$ cat config.mk
export PLATFORM = sky130hd
export DESIGN_NAME = temp_code_conv
export DESIGN_NICKNAME = d
export VERILOG_FILES = /design/src/rtl/temp_conv_pkg.sv /design/src/rtl/temp_conv_ctrl.sv /design/src/rtl/temp_conv_datapath.sv /design/src/rtl/temp_code_conv.sv
export SDC_FILE = /design/constraint.sdc
export NUM_CORES = 1
export LEC_CHECK = 0
export BUFFER_PORTS_ARGS = -buffer_cell sky130_fd_sc_hd__buf_2
export CORE_UTILIZATION = 50
export CTS_CLUSTER_SIZE = 10
export DETAILED_ROUTE_END_ITERATION = 8
export PLACE_DENSITY = 0.8
export SYNTH_ARGS = -nofsm -noshare
export SYNTH_HDL_FRONTEND = slang
export SYNTH_SLANG_ARGS = --single-unit
$ cat constraint.sdc
create_clock -name clk -period 7.8 [get_ports clk]
set_clock_uncertainty 0.2 [all_clocks]
set_input_delay 0.39 -clock clk [delete_from_list [all_inputs] [get_ports clk]]
set_output_delay 0.39 -clock clk [all_outputs]
set_load 0.02 [all_outputs]
$ cat src/rtl/temp_conv_pkg.sv
package temp_conv_pkg;

  typedef enum logic [1:0] {
    TRIM_NONE = 2'd0,
    TRIM_ONE  = 2'd1,
    TRIM_TWO  = 2'd2,
    TRIM_RSVD = 2'd3
  } trimMode_e;

  typedef struct packed {
    logic load;
    logic step;
    logic finish;
  } ctlStrobe_t;

endpackage

$ cat src/rtl/temp_conv_ctrl.sv
module temp_conv_ctrl
  import temp_conv_pkg::*;
#(
  parameter int NUM_W = 16
) (
  input  logic       clk,
  input  logic       rstN,
  input  logic       start,
  output ctlStrobe_t strb,
  output logic       busy
);
  localparam int CNT_W = $clog2(NUM_W);

  typedef enum logic [1:0] {S_IDLE, S_RUN, S_FIN} state_e;

  state_e            state;
  logic [CNT_W-1:0]  stepCnt;

  always_comb begin
    strb = '0;
    case (state)
      S_IDLE:  strb.load   = start;
      S_RUN:   strb.step   = 1'b1;
      S_FIN:   strb.finish = 1'b1;
      default: strb        = '0;
    endcase
  end

  always_ff @(posedge clk) begin
    if (!rstN) begin
      state   <= S_IDLE;
      stepCnt <= '0;
    end else begin
      case (state)
        S_IDLE: if (start) begin
          state   <= S_RUN;
          stepCnt <= '0;
        end
        S_RUN: begin
          if (stepCnt == CNT_W'(NUM_W - 1)) state <= S_FIN;
          stepCnt <= stepCnt + 1'b1;
        end
        default: state <= S_IDLE;
      endcase
    end
  end

  assign busy = (state != S_IDLE);

endmodule

$ cat src/rtl/temp_conv_datapath.sv
module temp_conv_datapath
  import temp_conv_pkg::*;
#(
  parameter int CODE_W   = 8,
  parameter int REF_LO   = 25,
  parameter int REF_HI   = 85,
  parameter int NONE_OFS = 50
) (
  input  logic              clk,
  input  logic              rstN,
  input  ctlStrobe_t        strb,
  input  logic              toTemp,
  input  logic [1:0]        trimMode,
  input  logic [CODE_W-1:0] valIn,
  input  logic [CODE_W-1:0] calLo,
  input  logic [CODE_W-1:0] calHi,
  output logic [CODE_W-1:0] result,
  output logic              done,
  output logic              calErr
);
  localparam int NUM_W = 2 * CODE_W;
  localparam int SW    = CODE_W + 2;
  localparam int PW    = 2 * SW;
  localparam logic signed [PW-1:0] P_LO   = PW'(REF_LO);
  localparam logic signed [PW-1:0] P_SPAN = PW'(REF_HI - REF_LO);
  localparam logic signed [PW-1:0] P_NOFS = PW'(NONE_OFS);
  localparam logic signed [PW-1:0] P_MAX  = PW'((1 << CODE_W) - 1);

  // operand set-up
  logic signed [PW-1:0] vP, loP, hiP, numS, denS, ofsS;
  logic                 degen;
  trimMode_e            effMode;

  always_comb begin
    vP    = signed'({{(PW-CODE_W){1'b0}}, valIn});
    loP   = signed'({{(PW-CODE_W){1'b0}}, calLo});
    hiP   = signed'({{(PW-CODE_W){1'b0}}, calHi});
    degen = (trimMode == TRIM_TWO) && (calLo == calHi);
    if (trimMode == TRIM_TWO && !degen)        effMode = TRIM_TWO;
    else if (trimMode == TRIM_ONE || degen)    effMode = TRIM_ONE;
    else                                       effMode = TRIM_NONE;
    numS = vP;
    denS = PW'(1);
    ofsS = toTemp ? -P_NOFS : P_NOFS;
    case (effMode)
      TRIM_ONE: ofsS = toTemp ? (P_LO - loP) : (loP - P_LO);
      TRIM_TWO: begin
        if (toTemp) begin
          numS = (vP - loP) * P_SPAN;
          denS = hiP - loP;
          ofsS = P_LO;
        end else begin
          numS = (vP - P_LO) * (hiP - loP);
          denS = P_SPAN;
          ofsS = loP;
        end
      end
      default: ;
    endcase
  end

  logic signed [PW-1:0] numAbs, denAbs;
  assign numAbs = numS[PW-1] ? -numS : numS;
  assign denAbs = denS[PW-1] ? -denS : denS;

  // serial restoring divider state
  logic [NUM_W-1:0]     quo;
  logic [CODE_W-1:0]    rem, divR;
  logic                 negR, errPend;
  logic signed [PW-1:0] ofsR;
  logic [CODE_W:0]      shifted;
  logic                 fits;

  assign shifted = {rem, quo[NUM_W-1]};
  assign fits    = (shifted >= {1'b0, divR});

  always_ff @(posedge clk) begin
    if (!rstN) begin
      quo     <= '0;
      rem     <= '0;
      divR    <= '0;
      negR    <= 1'b0;
      ofsR    <= '0;
      errPend <= 1'b0;
    end else if (strb.load) begin
      quo     <= NUM_W'(numAbs);
      rem     <= '0;
      divR    <= CODE_W'(denAbs);
      negR    <= numS[PW-1] ^ denS[PW-1];
      ofsR    <= ofsS;
      errPend <= degen;
    end else if (strb.step) begin
      rem <= fits ? CODE_W'(shifted - {1'b0, divR}) : shifted[CODE_W-1:0];
      quo <= {quo[NUM_W-2:0], fits};
    end
  end

  // signed recombination and saturation
  logic signed [PW-1:0] qS, sumS;
  logic [CODE_W-1:0]    clamped;

  always_comb begin
    qS   = signed'({{(PW-NUM_W){1'b0}}, quo});
    sumS = (negR ? -qS : qS) + ofsR;
    if (sumS < 0)          clamped = '0;
    else if (sumS > P_MAX) clamped = '1;
    else                   clamped = sumS[CODE_W-1:0];
  end

  always_ff @(posedge clk) begin
    if (!rstN) begin
      result <= '0;
      done   <= 1'b0;
      calErr <= 1'b0;
    end else begin
      done <= strb.finish;
      if (strb.finish) begin
        result <= clamped;
        calErr <= errPend;
      end
    end
  end

endmodule

$ cat src/rtl/temp_code_conv.sv
module temp_code_conv
  import temp_conv_pkg::*;
#(
  parameter int CODE_W   = 8,
  parameter int REF_LO   = 25,
  parameter int REF_HI   = 85,
  parameter int NONE_OFS = 50
) (
  input  logic              clk,
  input  logic              rstN,
  input  logic              start,
  input  logic              toTemp,
  input  logic [1:0]        trimMode,
  input  logic [CODE_W-1:0] valIn,
  input  logic [CODE_W-1:0] calLo,
  input  logic [CODE_W-1:0] calHi,
  output logic [CODE_W-1:0] result,
  output logic              done,
  output logic              calErr,
  output logic              busy
);
  localparam int NUM_W = 2 * CODE_W;

  ctlStrobe_t strb;

  temp_conv_ctrl #(.NUM_W(NUM_W)) u_ctrl (
    .clk   (clk),
    .rstN  (rstN),
    .start (start),
    .strb  (strb),
    .busy  (busy)
  );

  temp_conv_datapath #(
    .CODE_W   (CODE_W),
    .REF_LO   (REF_LO),
    .REF_HI   (REF_HI),
    .NONE_OFS (NONE_OFS)
  ) u_dp (
    .clk      (clk),
    .rstN     (rstN),
    .strb     (strb),
    .toTemp   (toTemp),
    .trimMode (trimMode),
    .valIn    (valIn),
    .calLo    (calLo),
    .calHi    (calHi),
    .result   (result),
    .done     (done),
    .calErr   (calErr)
  );

endmodule

# Word-level counts from Yosys, hierarchy flattened
# Index checks and enable logic that the tools add are counted.
[op_classes] addsub=11 multipliers=2 div=0 magnitude_cmp=3 eq_ne=10 shift=0 mux=26 n_bitwise=2 reduce_logical=11
[op_table] op="$mux W20" count=7
[op_table] op="$mux W16" count=3
[op_table] op="$mux W8" count=5
[op_table] op="$pmux W20 S2" count=1
[op_table] op="$add A20 B20 Y20" count=1
[op_table] op="$gt A20 B9 Y1 const B" count=1
[op_table] op="$lt A20 B1 Y1 const B" count=1
[op_table] op="$mul A20 B20 Y20" count=1
[op_table] op="$mul A20 B5 Y18 const B" count=1
[op_table] op="$neg A16 Y20" count=1
[op_table] op="$sub A8 B5 Y9 const B" count=2
[op_table] op="$sub A8 B8 Y9" count=2
[op_table] op="$neg A16 Y16" count=1
[op_table] op="$ge A9 B8 Y1" count=1
[op_table] op="$sub A5 B8 Y9 const A" count=1
[op_table] op="$eq A8 B8 Y1" count=1
[op_table] op="$neg A8 Y8" count=1
[op_table] op="$pmux W4 S2" count=1
[op_table] op="$sub A8 B8 Y8" count=1
[op_table] op="$eq A2 B1 Y1 const B" count=3
[op_table] op="$eq A2 B2 Y1 const B" count=3
[op_table] op="$mux W2" count=3
[op_table] op="$reduce_bool A2 Y1" count=3
[op_table] op="$add A4 B1 Y4 const B" count=1
[op_table] op="other kinds (14)" count=19
[totals] regBits=70 latchBits=0 ramBits=0 mem_bits_ro=0 input_bits=30 out_inout_bits=11 word_cells=76 memories=0

# Longest topological paths before layout
# Gate-level depths: netlist of the first run.
[logic_depth] depth_word=10 mapped_depth=31 depth_no_buf=30

# By module
# A second synthesis of the first run with hierarchy kept.
[unflattened] cells_unflattened=1290 hier_area_um2=10343.7
[by_module_without_submodules] module="temp_conv_datapath" instances=1 cells_each=1259 area_per_inst_um2=10065.9 seq_area_each_um2=1061.0
[by_module_without_submodules] module="temp_conv_ctrl" instances=1 cells_each=31 area_per_inst_um2=277.8 seq_area_each_um2=120.1

# Least setup slack after synthesis of the first run
# OpenSTA, ideal clock, no wires.
[synth_path] kind="in2reg" startpoint="input calLo[1]" endpoint="register u_dp.quo[4]" setup_ps=70 arrival_time_ps=7145 required_ps=7530 setup_slack_ps=384 stages=28 n_path_buf=0 cell_sequence="inv_1 ha_1 nor2b_1 o21ai_0 a21boi_0 o21ai_0 a21oi_1 a211oi_1 xnor2_1 nand2b_1 fa_1 fa_1 inv_1 fa_1 fa_1 inv_1 fa_1 inv_1 ha_1 o21ai_0 a21oi_1 o211a_1 o21ai_0 nand4b_1 and3b_1 nor2_1 mux2_2 a21oi_1"
[synth_between] elab_chain_cells=10 elab_cells_between_ends=17 cone_classes="add/sub (3); mul (2); eq/ne (2); mux (6); reduce/logical (4)"
[synth_lines] item="start, declared" line_no="temp_code_conv.sv:15" text="input logic [CODE_W-1:0] calLo,"
[synth_lines] item="parallel branches: the longest is 6 deep, another holds $mul A20 B20 Y20"
[synth_lines] item="$mux W20 (*)" line_no="temp_conv_datapath.sv:45" text="case (effMode)"
[synth_lines] item="$neg A16 Y16" line_no="temp_conv_datapath.sv:63" text="assign numAbs = numS[PW-1] ? -numS : numS;"
[synth_lines] item="$mux W16 (*)" line_no="temp_conv_datapath.sv:63"
[synth_lines] item="$mux W16 (*)" line_no="temp_conv_datapath.sv:85" text="end else if (strb.load) begin"
[synth_lines] item="end signal, assigned" line_no="temp_conv_datapath.sv:86" text="quo <= NUM_W'(numAbs);"
[synth_lines] item="end signal, assigned" line_no="temp_conv_datapath.sv:94" text="quo <= {quo[NUM_W-2:0], fits};"
[synth_lines] item="end, declared" line_no="temp_conv_datapath.sv:67" text="logic [NUM_W-1:0] quo;"
# Every way passes the cells marked *.
# A chain may end at the register's enable or synchronous reset.

# Worst setup path in the final report of the first run
# Same ends and word-level chain as after synthesis.

==> flow_summary.json, run 1 <==
{
  "leakage_nw": 5.20,
  "avgSynthCellArea_um2": 7.87,
  "slew_viol_final": 0,
  "fillers": 1860,
  "setup_tns_ps": 0,
  "p_per_area_mw_per_mm2": 384,
  "grt-ovfl-total": 0,
  "rsz0062_at_grt": "false",
  "ant_nets": 0,
  "syn_nets": 1543,
  "synth_top_family_by_area": "adder cells",
  "ys_seq_area_share_pct": 11.5,
  "antenna_found_initial": 0,
  "synth_cell_types": 78,
  "drtIter0Drc": 719,
  "wl_met3_um": 1880,
  "grt_pass1_wl_um": 46000,
  "top_layer_used": "met4",
  "num_vias": 9726,
  "cap_violations": 0,
  "combPwrFrac_pct": 82.8,
  "wl_met1_um": 11800,
  "synthArstFlopShare_pct": 0,
  "synth-main-ff-cell": "dfxtp_1",
  "place_inst": 1601,
  "synth_edf_count": 0,
  "clock_path_buffers": 2,
  "slowest_stage": "fa_1",
  "crit_required_ps": 7850,
  "viasPerCell": 6.01,
  "clk_pin_slew_ps": 50,
  "die_area_mm2": 0.0211,
  "min_period_over_period_pct": 94.9,
  "total_power_mw": 4.28,
  "seqPwrFrac_pct": 9.0,
  "holdCritPathClass": "input pin to flip-flop",
  "tightestPinTransition_ps": 995,
  "end_kind": "flip-flop",
  "critical_path_arrival_ps": 7450,
  "ir_worst_vdd_mv": 0.361,
  "min_period_ps": 7400,
  "ys_warn_count": 0,
  "dr.pass1.iters": 6,
  "ys_top_cells_by_area": "fa_1 (18%), ha_1 (14%), dfxtp_1 (12%)",
  "initial_core_util_pct": 50.9,
  "post_cts_buffers": 0,
  "die_w_um": 145,
  "cts_buffers": 9,
  "switching_share_pct": 52.0,
  "path_class": "input pin to flip-flop",
  "critPathMaxStageDelay_ps": 560,
  "htreeDepth": 3,
  "clk_latency_ps": 330,
  "wl_um": 27500,
  "p_clk_share_pct": 8.2,
  "power.switching_mw": 2.22,
  "synth_compound_area_share_pct": 22.5,
  "grt_pass1_vias": 9552,
  "nNetsFinal": 1580,
  "drc_errors": 0,
  "final_cells": 1617,
  "numClockSinks": 59,
  "pre_cts_slack_ps": -31.5,
  "pin_count": 41,
  "muxShareOfSynthArea_pct": 1.88,
  "cpMostUsedCell": "fa_1",
  "p_int_mw": 2.06,
  "ctsResizeCount": 0,
  "syn-cell-area_mm2": 0.0103,
  "cts_root_buf": "clkbuf_16",
  "synth-seq-cells": 59,
  "drive_gt1_share_pct": 8.17,
  "synth_top_cell_area_share_pct": 17.9,
  "cp_max_fo": 7,
  "synth-xor-area-share_pct": 6.31,
  "synthAdderAreaFrac_pct": 32.1,
  "setup_slack_ps": 400,
  "cp-start-kind": "input pin",
  "area_delta_synth_final_pct": 8.53,
  "fmax_ghz": 0.135,
  "timing.hold.ws_ps": 203,
  "grt_max_degree": 41,
  "hpwl_um": 22300,
  "core_mm2": 0.0202,
  "status": "completed",
  "port-buffer-count": 40,
  "cts_tree": "yes",
  "synthSimpleGateAreaFrac_pct": 18.4,
  "yosys.area.top_type": "fa_1",
  "wl_per_cell_um": 17.0,
  "rows": 52,
  "die_h_um": 145,
  "syn_inst": 1305,
  "cts_hold_buf": 0,
  "dr_wl_met2_um": 13100,
  "gp_congestion": 0.947,
  "slew_headroom_pct": 33.2,
  "finalHoldViolCount": 0,
  "grtUsageTotal_pct": 26.4,
  "finalSetupViolCount": 0
}
==> layout make-up <==
type	instances	area, um^2	share of cell area [%]
timing repair buffer	69	418	3.75
tap	270	338	3.03
clock buffer	13	250	2.25
sequential	59	1180	10.6
multi-input combinational	1045	8350	74.9
clock inverter	2	12.5	0.112
inverter	158	593	5.32
antenna	1	2.50	0.0225
==> registers in the layout, summed over array words and instances (netlist names) <==
register,cells
u_dp.result,8
u_dp.quo,16
u_dp.rem,8
u_dp.ofsR,9
u_dp.negR,1
u_dp.done,1
u_ctrl.state,2
u_dp.calErr,1
u_ctrl.stepCnt,4
u_dp.divR,8
u_dp.errPend,1
==> cells in the mapped netlist (3+ instances only) <==
cell,count
a211oi_1,21
ha_1,116
o31ai_1,15
fa_1,92
a2111oi_0,3
o21bai_1,6
xor2_1,26
a31oi_1,16
o21ai_1,7
dfxtp_1,59
or3_1,12
nor2_1,121
nor2b_1,17
a21boi_0,7
a32oi_1,9
buf_1,6
nand2b_1,20
nand3_1,18
clkbuf_1,35
o41ai_1,5
and2_1,4
and3_1,16
a21o_1,17
o31a_1,6
nor3b_1,4
a221oi_1,3
o21ai_0,61
nor3_1,20
or4_1,8
nand2_1,118
a21oi_1,91
o211a_1,4
a22oi_1,8
inv_1,155
mux2i_1,17
nand4_1,6
o311ai_0,4
o22ai_1,8
or2_2,9
o221ai_1,3
nor4_1,7
xnor2_1,48
o2111ai_1,7
o21a_1,16
o211ai_1,12
==> metal layers <==
layer,GRT usage [%],vias up
li1,-,4638
met2,44.5,372
met5,0,-
met4,10.8,0
met3,3.55,60
met1,34.1,4656
==> power groups by stage <==
stage / clock, mW / sequential, mW / combinational [mW]
final: 0.349 / 0.385 / 3.55
after global routing: 0.366 / 0.389 / 3.95
after CTS: 0.352 / 0.384 / 3.48
after detailed placement: 0 / 0.390 / 3.44
after global placement: 0 / 0.388 / 3.35
after floorplan: 0 / 0.372 / 2.61
==> logic make-up (layout without fill, tap and decap cells) <==
group,count (synthesis),count (layout)
other cells,0,1
xor+xnor,74,74
buf+inv,201,242
simple gates,395,395
mux,19,19
flops,59,59
fa+ha+maj,208,208
compound gates,349,349
==> worst paths after layout <==
kind	slack, ps	start	depth (start not counted)	endpoint
setup / recovery	400	calLo[1]	29	u_dp.quo[4]
hold / removal	200	calLo[4]	3	u_dp.ofsR[4]
setup reg to reg	2740	u_dp.quo[3]	14	u_dp.result[7]
hold reg to reg	250	u_dp.divR[6]	2	u_dp.divR[6]
==> stage by stage <==
| stage | utilization, % | area (um^2) |
|---|---|---|
| detailed placement | 53.9 | 10900 |
| global placement | 53.9 | 10900 |
| finish | 55.2 | 11100 |
| global route | 55.2 | 11100 |
| floorplan | - | 10300 |
| CTS | 55.2 | 11100 |
==> worst max-delay path: cells and delay by family <==
kind	cells	cell delay, ps
mux	1	370
xor+xnor	1	120
fa+ha+maj	7	3240
compound gates	10	1880
buf+inv	5	400
simple gates	5	1050
==> placed cells by master, fill, tap and decap left out, drive strengths merged, types with 17 or more instances in the layout <==
| cell | netlist | final |
|---|---|---|
| xnor2 | 48 | 48 |
| o21ai | 68 | 68 |
| buf | 8 | 69 |
| dfxtp | 59 | 59 |
| fa | 92 | 92 |
| nor3 | 20 | 20 |
| a21o | 17 | 17 |
| nor2 | 121 | 121 |
| nor2b | 17 | 17 |
| nand3 | 19 | 19 |
| mux2i | 17 | 17 |
| ha | 116 | 116 |
| xor2 | 26 | 26 |
| nand2 | 118 | 118 |
| a211oi | 21 | 21 |
| a21oi | 91 | 91 |
| nand2b | 20 | 20 |
| inv | 157 | 157 |
Note: power is estimated with default switching activity, not from simulation.
==> run 2: changes to the inputs <==
--- a/config.mk
+++ b/config.mk
@@ -6,10 +6,12 @@
 export NUM_CORES = 1
 export LEC_CHECK = 0
 export BUFFER_PORTS_ARGS = -buffer_cell sky130_fd_sc_hd__buf_2
+export CAP_MARGIN = 20
 export CORE_UTILIZATION = 50
 export CTS_CLUSTER_SIZE = 10
 export DETAILED_ROUTE_END_ITERATION = 8
 export PLACE_DENSITY = 0.8
 export SYNTH_ARGS = -nofsm -noshare
 export SYNTH_HDL_FRONTEND = slang
+export SYNTH_HIERARCHICAL = 1
 export SYNTH_SLANG_ARGS = --single-unit
==> constraint.sdc (replaced) <==
create_clock -name clk -period 6.8 [get_ports clk]
set_clock_uncertainty 0.2 [all_clocks]
set_input_delay 0.34 -clock clk [delete_from_list [all_inputs] [get_ports clk]]
set_output_delay 0.34 -clock clk [all_outputs]
set_load 0.02 [all_outputs]
==> run 2 against run 1 <==
- worst setup slack got worse by 490 ps
- sequential power rose by 10%
- the run now ends with setup timing left
- flip-flop and latch count did not move
- worst hold slack improved by 21 ps
- sequential share of layout area fell by 1.1 points
==> flow_summary.json, run 2 <==
{
  "num_vias": 10100,
  "path_buf_inv": 9,
  "finalSetupViolCount": 7,
  "synth_compound_area_share_pct": 21.4,
  "cp_max_fo": 6,
  "grt_pass1_wl_um": 47600,
  "nNetsFinal": 1669,
  "min_path_cells": 4,
  "drive_gt1_share_pct": 19.7,
  "rows": 52,
  "die_w_um": 146,
  "end_kind": "flip-flop",
  "clk_pin_slew_ps": 50,
  "synth-xor-area-share_pct": 7.62,
  "synth_top_family_by_area": "adder cells",
  "setup_tns_ps": -388,
  "htreeDepth": 3,
  "synth_commonest_cells": "inv_1 (161), ha_1 (112), nor2_1 (100)",
  "ant_nets": 0,
  "min_period_over_period_pct": 101,
  "numClockSinks": 59,
  "setup_slack_ps": -87.5,
  "leakage_nw": 5.82,
  "grt_pass1_vias": 9981,
  "ys_seq_area_share_pct": 11.4,
  "die_area_mm2": 0.0213,
  "multi_input_area_mm2": 0.00868,
  "layout_common_cells": "inv_1 (156), buf_4 (144), ha_1 (106), nor2_1 (98), nand2_1 (92)",
  "finalHoldViolCount": 0,
  "min_period_ps": 6890,
  "synth_cell_types": 88,
  "largest_reg_flops": 16,
  "cts_buffers": 9,
  "slew_headroom_pct": 43.0,
  "post-route-cell-area_mm2": 0.0124,
  "crit_family": "adder cells",
  "clock_path_buffers": 2,
  "critical_path_arrival_ps": 6930,
  "r2r-end": "u_dp/result[2]",
  "gp_congestion": 0.909,
  "initial_core_util_pct": 51.1,
  "viasPerCell": 5.91,
  "top_regs": "u_dp/quo (16), u_dp/ofsR (9)",
  "syn-cell-area_mm2": 0.0103,
  "wl_um": 29000,
  "hpwl_um": 23200,
  "pin_count": 41,
  "syn_inst": 1290,
  "clk_latency_ps": 330,
  "rr_startpoint": "u_dp/quo[2]",
  "largest_register": "u_dp/quo",
  "die_h_um": 146,
  "muxShareOfSynthArea_pct": 3.91,
  "cts_root_buf": "clkbuf_16",
  "cp-start-kind": "input pin",
  "synthSimpleGateAreaFrac_pct": 17.6,
  "crit_required_ps": 6840,
  "min_to": "u_ctrl/stepCnt[2]",
  "drtIter0Drc": 835,
  "path_class": "input pin to flip-flop",
  "r2r_slack_ps": 1620,
  "final_common_cell": "inv_1",
  "grt_max_degree": 49,
  "rsz0062_at_grt": "true",
  "grtUsageTotal_pct": 27.3,
  "grt-ovfl-total": 0,
  "ir_worst_vdd_mv": 0.562,
  "violations": "setup timing",
  "ys_warn_count": 6,
  "synth-seq-cells": 59,
  "yosys.area.top_type": "fa_1",
  "status": "finished, violations left",
  "dr.pass1.iters": 6,
  "synth-main-ff-cell": "dfxtp_1",
  "r2r.worst_path.cells": 16,
  "critPathMaxStageDelay_ps": 550,
  "cts_tree": "yes",
  "cap_violations": 0,
  "cpMostUsedCell": "fa_1",
  "syn_nets": 1519,
  "min_from": "start",
  "core_mm2": 0.0202,
  "yosysMostFrequentCell": "inv_1",
  "synth_edf_count": 0,
  "fillers": 1688,
  "place_area_mm2": 0.0119,
  "antenna_found_initial": 0,
  "avgSynthCellArea_um2": 8.02,
  "slew_viol_final": 0,
  "synthArstFlopShare_pct": 0,
  "ys_top_cells_by_area": "fa_1 (17%), ha_1 (14%), dfxtp_1 (11%)",
  "holdCritPathClass": "input pin to flip-flop",
  "tightestPinTransition_ps": 854,
  "area_delta_synth_final_pct": 20.0,
  "seqCellArea_mm2": 0.00118,
  "p_per_area_mw_per_mm2": 536,
  "fmax_ghz": 0.145,
  "port-buffer-count": 40,
  "wl_per_cell_um": 16.9,
  "synth_top_cell_area_share_pct": 16.8,
  "synthAdderAreaFrac_pct": 30.4,
  "drc_errors": 0,
  "n_antenna_cell": 0,
  "slowest_stage": "fa_1"
}
## run 2: changes by cell type in the layout (fill, tap and decap cells not counted), sizes merged, moves of 14 or more
| cell | previous run | this run |
|---|---|---|
| buf | 69 | 186 |
| nand2 | 118 | 92 |
| a21oi | 91 | 66 |
| nor2 | 121 | 101 |
| o21ai | 68 | 88 |
| mux2i | 17 | 31 |
## run 2: final cells by class
| class | count | share of cell area, % |
|---|---|---|
| clock buffers | 14 | 2.13 |
| clock inverters | 2 | 0.0806 |
| inverters | 162 | 4.93 |
| multi-input cells | 1022 | 70.0 |
| flip-flops and latches | 59 | 9.52 |
| well taps | 270 | 2.72 |
| repair buffers | 186 | 10.7 |
## run 2: cell families after synthesis
group | after synthesis
xor gates and xnor gates | 90
muxes | 39
buffers and inverters | 209
AOI/OAI and AO/OA | 334
adders and majority gates | 199
and+or+nand+nor | 360
DFF | 59
## run 2: metrics by stage
stage               util, %  setup slack, ps  hold slack [ps]  cells  total power, mW
floorplan                 -             -136              242   1290             4.18
global placement       58.7             -415              242   1691             5.78
detailed placement     58.7             -536              258   1691             5.95
CTS                    60.5             6.83              219   1710             6.52
global route           61.3             -317              257   1715             7.31
finish                 61.3            -87.5              224   1715             6.65
## run 2: worst min-delay path, cell delays in order
cell and delay (ps):
buf_2 90, o21bai_1 130, nand2_1 100, a21oi_1 50
## run 2: where the power goes
part / internal, mW / switching, mW / leakage, nW
Sequential: 0.379 / 0.0449 / 0.482
Clock: 0.265 / 0.150 / 0.137
Combinational: 2.78 / 3.03 / 5.20
Total: 3.42 / 3.23 / 5.82
## run 2: repair_timing
action | in CTS | in global routing
hold buffers | 0 | 0
buffers inserted | 3 | 6
endpoints found under the setup margin | 16 | 16
gates resized for setup | 10 | 26
gates cloned | 0 | 0
pin swaps | 13 | 10
## run 2: worst max path at each step
stage / from / endpoint / slack, ps / cells after the start
detailed placement: calHi[0] / u_dp/quo[11] / -540 / 26
floorplan: calLo[1] / u_dp/quo[14] / -140 / 28
finish: calHi[0] / u_dp/quo[11] / -90 / 32
global placement: calLo[1] / u_dp/quo[11] / -410 / 31
global route: calHi[0] / u_dp/quo[14] / -320 / 32
CTS: calHi[0] / u_dp/quo[14] / 7 / 32
## run 2: layer usage
layer	vias to the layer above	global-route usage, %	wire length (um)
met1	4845	34.5	12000
met2	397	47.1	14200
li1	4803	-	-
met5	-	0	0
met4	0	10.5	1010
met3	84	3.70	1810
==> run 3: changes to the inputs <==
--- a/config.mk
+++ b/config.mk
@@ -10,7 +10,7 @@
 export CORE_UTILIZATION = 50
 export CTS_CLUSTER_SIZE = 10
 export DETAILED_ROUTE_END_ITERATION = 8
-export PLACE_DENSITY = 0.8
+export PLACE_DENSITY = 0.78
 export SYNTH_ARGS = -nofsm -noshare
 export SYNTH_HDL_FRONTEND = slang
 export SYNTH_HIERARCHICAL = 1
==> constraint.sdc (replaced) <==
create_clock -name clk -period 8.9 [get_ports clk]
set_clock_uncertainty 0.2 [all_clocks]
set_input_delay 0.445 -clock clk [delete_from_list [all_inputs] [get_ports clk]]
set_output_delay 0.445 -clock clk [all_outputs]
set_load 0.02 [all_outputs]
==> run 3 against run 2 <==
- the flow now finishes without violations
- clock-buffer cell count decreased by 4
- routed wire length decreased by 8.1%
- sequential share of layout area increased by 1.1 points
- flip-flop and latch count unchanged
- worst setup slack improved by 920 ps
- combinational power decreased by 40%
- clock power decreased by 12%
==> flow_summary.json, run 3 (synthesized netlist as in run 2, its figures left out) <==
{
  "port-buffer-count": 40,
  "fmax_ghz": 0.124,
  "cts_tree": "yes",
  "nNetsFinal": 1531,
  "cp_max_fo": 16,
  "cp-start-kind": "input pin",
  "cts_root_buf": "clkbuf_16",
  "largest_register": "u_dp/quo",
  "gp_congestion": 0.925,
  "post-route-cell-area_mm2": 0.0111,
  "core_mm2": 0.0202,
  "dr_wl_met2_um": 12800,
  "crit_required_ps": 8910,
  "r2r_slack_ps": 3760,
  "status": "completed",
  "num_vias": 9350,
  "power.switching_mw": 2.18,
  "leakage_nw": 5.10,
  "rsz0062_at_grt": "false",
  "htreeDepth": 3,
  "p_clk_share_pct": 8.7,
  "cts_buffers": 9,
  "combPwrFrac_pct": 83.5,
  "ant_nets": 0,
  "die_h_um": 146,
  "multi_input_area_mm2": 0.00837,
  "numClockSinks": 59,
  "ctsResizeCount": 0,
  "rows": 52,
  "slew_headroom_pct": 36.0,
  "wl_per_cell_um": 16.9,
  "place_inst": 1561,
  "layout_common_cells": "inv_1 (161), ha_1 (112), nor2_1 (99), nand2_1 (92), fa_1 (87)",
  "tightestPinTransition_ps": 958,
  "switching_share_pct": 52.5,
  "timing.hold.ws_ps": 233,
  "setup_tns_ps": 0,
  "p_int_mw": 1.98,
  "drtIter0Drc": 640,
  "top_regs": "u_dp/quo (16), u_dp/ofsR (9)",
  "critPathMaxStageDelay_ps": 560,
  "finalHoldViolCount": 0,
  "r2r.worst_path.cells": 16,
  "total_power_mw": 4.16,
  "holdCritPathClass": "input pin to flip-flop",
  "slowest_stage": "fa_1",
  "seqCellArea_mm2": 0.00118,
  "cpMostUsedCell": "fa_1",
  "drc_errors": 0,
  "area_delta_synth_final_pct": 7.11,
  "grt_pass1_vias": 9178,
  "viasPerCell": 5.93,
  "slew_viol_final": 0,
  "clk_latency_ps": 320,
  "clock_path_buffers": 2,
  "drive_gt1_share_pct": 7.89,
  "wl_met3_um": 1290,
  "wl_met1_um": 11800,
  "ir_worst_vdd_mv": 0.388,
  "place_area_mm2": 0.0108,
  "min_path_cells": 3,
  "final_cells": 1577,
  "path_class": "input pin to flip-flop",
  "dr.pass1.iters": 8,
  "grt_pass1_wl_um": 45000,
  "die_w_um": 146,
  "p_per_area_mw_per_mm2": 376,
  "min_period_ps": 8060,
  "grt_max_degree": 49,
  "seqPwrFrac_pct": 7.8,
  "initial_core_util_pct": 51.1,
  "end_kind": "flip-flop",
  "antenna_found_initial": 0,
  "post_cts_buffers": 0,
  "finalSetupViolCount": 0,
  "fillers": 1863,
  "largest_reg_flops": 16,
  "cap_violations": 0,
  "grt-ovfl-total": 0,
  "final_common_cell": "inv_1",
  "hpwl_um": 21500,
  "die_area_mm2": 0.0213,
  "grtUsageTotal_pct": 25.7,
  "top_layer_used": "met4",
  "min_period_over_period_pct": 90.6,
  "cts_hold_buf": 0,
  "clk_pin_slew_ps": 50,
  "critical_path_arrival_ps": 8070,
  "wl_um": 26700,
  "pin_count": 41
}
[run 3: cell count changes in the layout (fill, tap and decap cells not counted), sizes merged]
| cell | delta |
|---|---|
| diode | +1 |
| inv | +1 |
| clkbuf | -4 |
| bufinv | +2 |
| buf | -138 |
[run 3: power by group through the flow]
stage          clock network, mW  registers [mW]  logic, mW
3_3_place_gp                   0           0.327       3.35
3_5_place_dp                   0           0.329       3.40
4_1_cts                    0.367           0.323       3.44
2_1_floorplan                  0           0.316       2.64
5_1_grt                    0.380           0.329       3.92
6_report                   0.364           0.324       3.47
[run 3: path summary, 6_finish.rpt]
| kind | from | end |
|---|---|---|
| worst max-delay path | calLo[1] | u_dp/quo[8] |
| worst min-delay path | calLo[4] | u_dp/ofsR[4] |
| worst max register to register | u_dp/quo[2] | u_dp/result[1] |
| worst min register to register | u_dp/result[6] | u_dp/result[6] |
[run 3: layout make-up]
| class | count | share of cell area, % |
|---|---|---|
| Tap cell | 270 | 3.05 |
| Antenna cell | 1 | 0.0226 |
| Inverter | 162 | 5.49 |
| Multi-Input combinational cell | 1022 | 75.6 |
| Clock buffer | 10 | 2.16 |
| Clock inverter | 5 | 0.700 |
| Timing Repair Buffer | 48 | 2.35 |
| Sequential cell | 59 | 10.7 |
[run 3: per-stage QoR]
step	worst slack, ps	util [%]
detailed placement	532	53.2
finish	837	54.8
global placement	733	53.2
global route	355	54.7
floorplan	1370	-
CTS	840	54.7
[run 3: routing by layer]
metal  GRT usage [%]  vias up
met5               0        -
met4            9.58        0
met3            1.97       54
met2            44.1      311
met1            33.9     4461
li1                -     4524
[run 3: worst max-delay path: cells and delay by family]
| kind | cells | cell delay [ps] |
|---|---|---|
| buffers and inverters | 6 | 660 |
| AO/OA/AOI/OAI | 10 | 2090 |
| adder cells (fa/ha/maj) | 7 | 3230 |
| AND/OR/NAND/NOR | 5 | 1270 |
| XOR/XNOR | 2 | 350 |
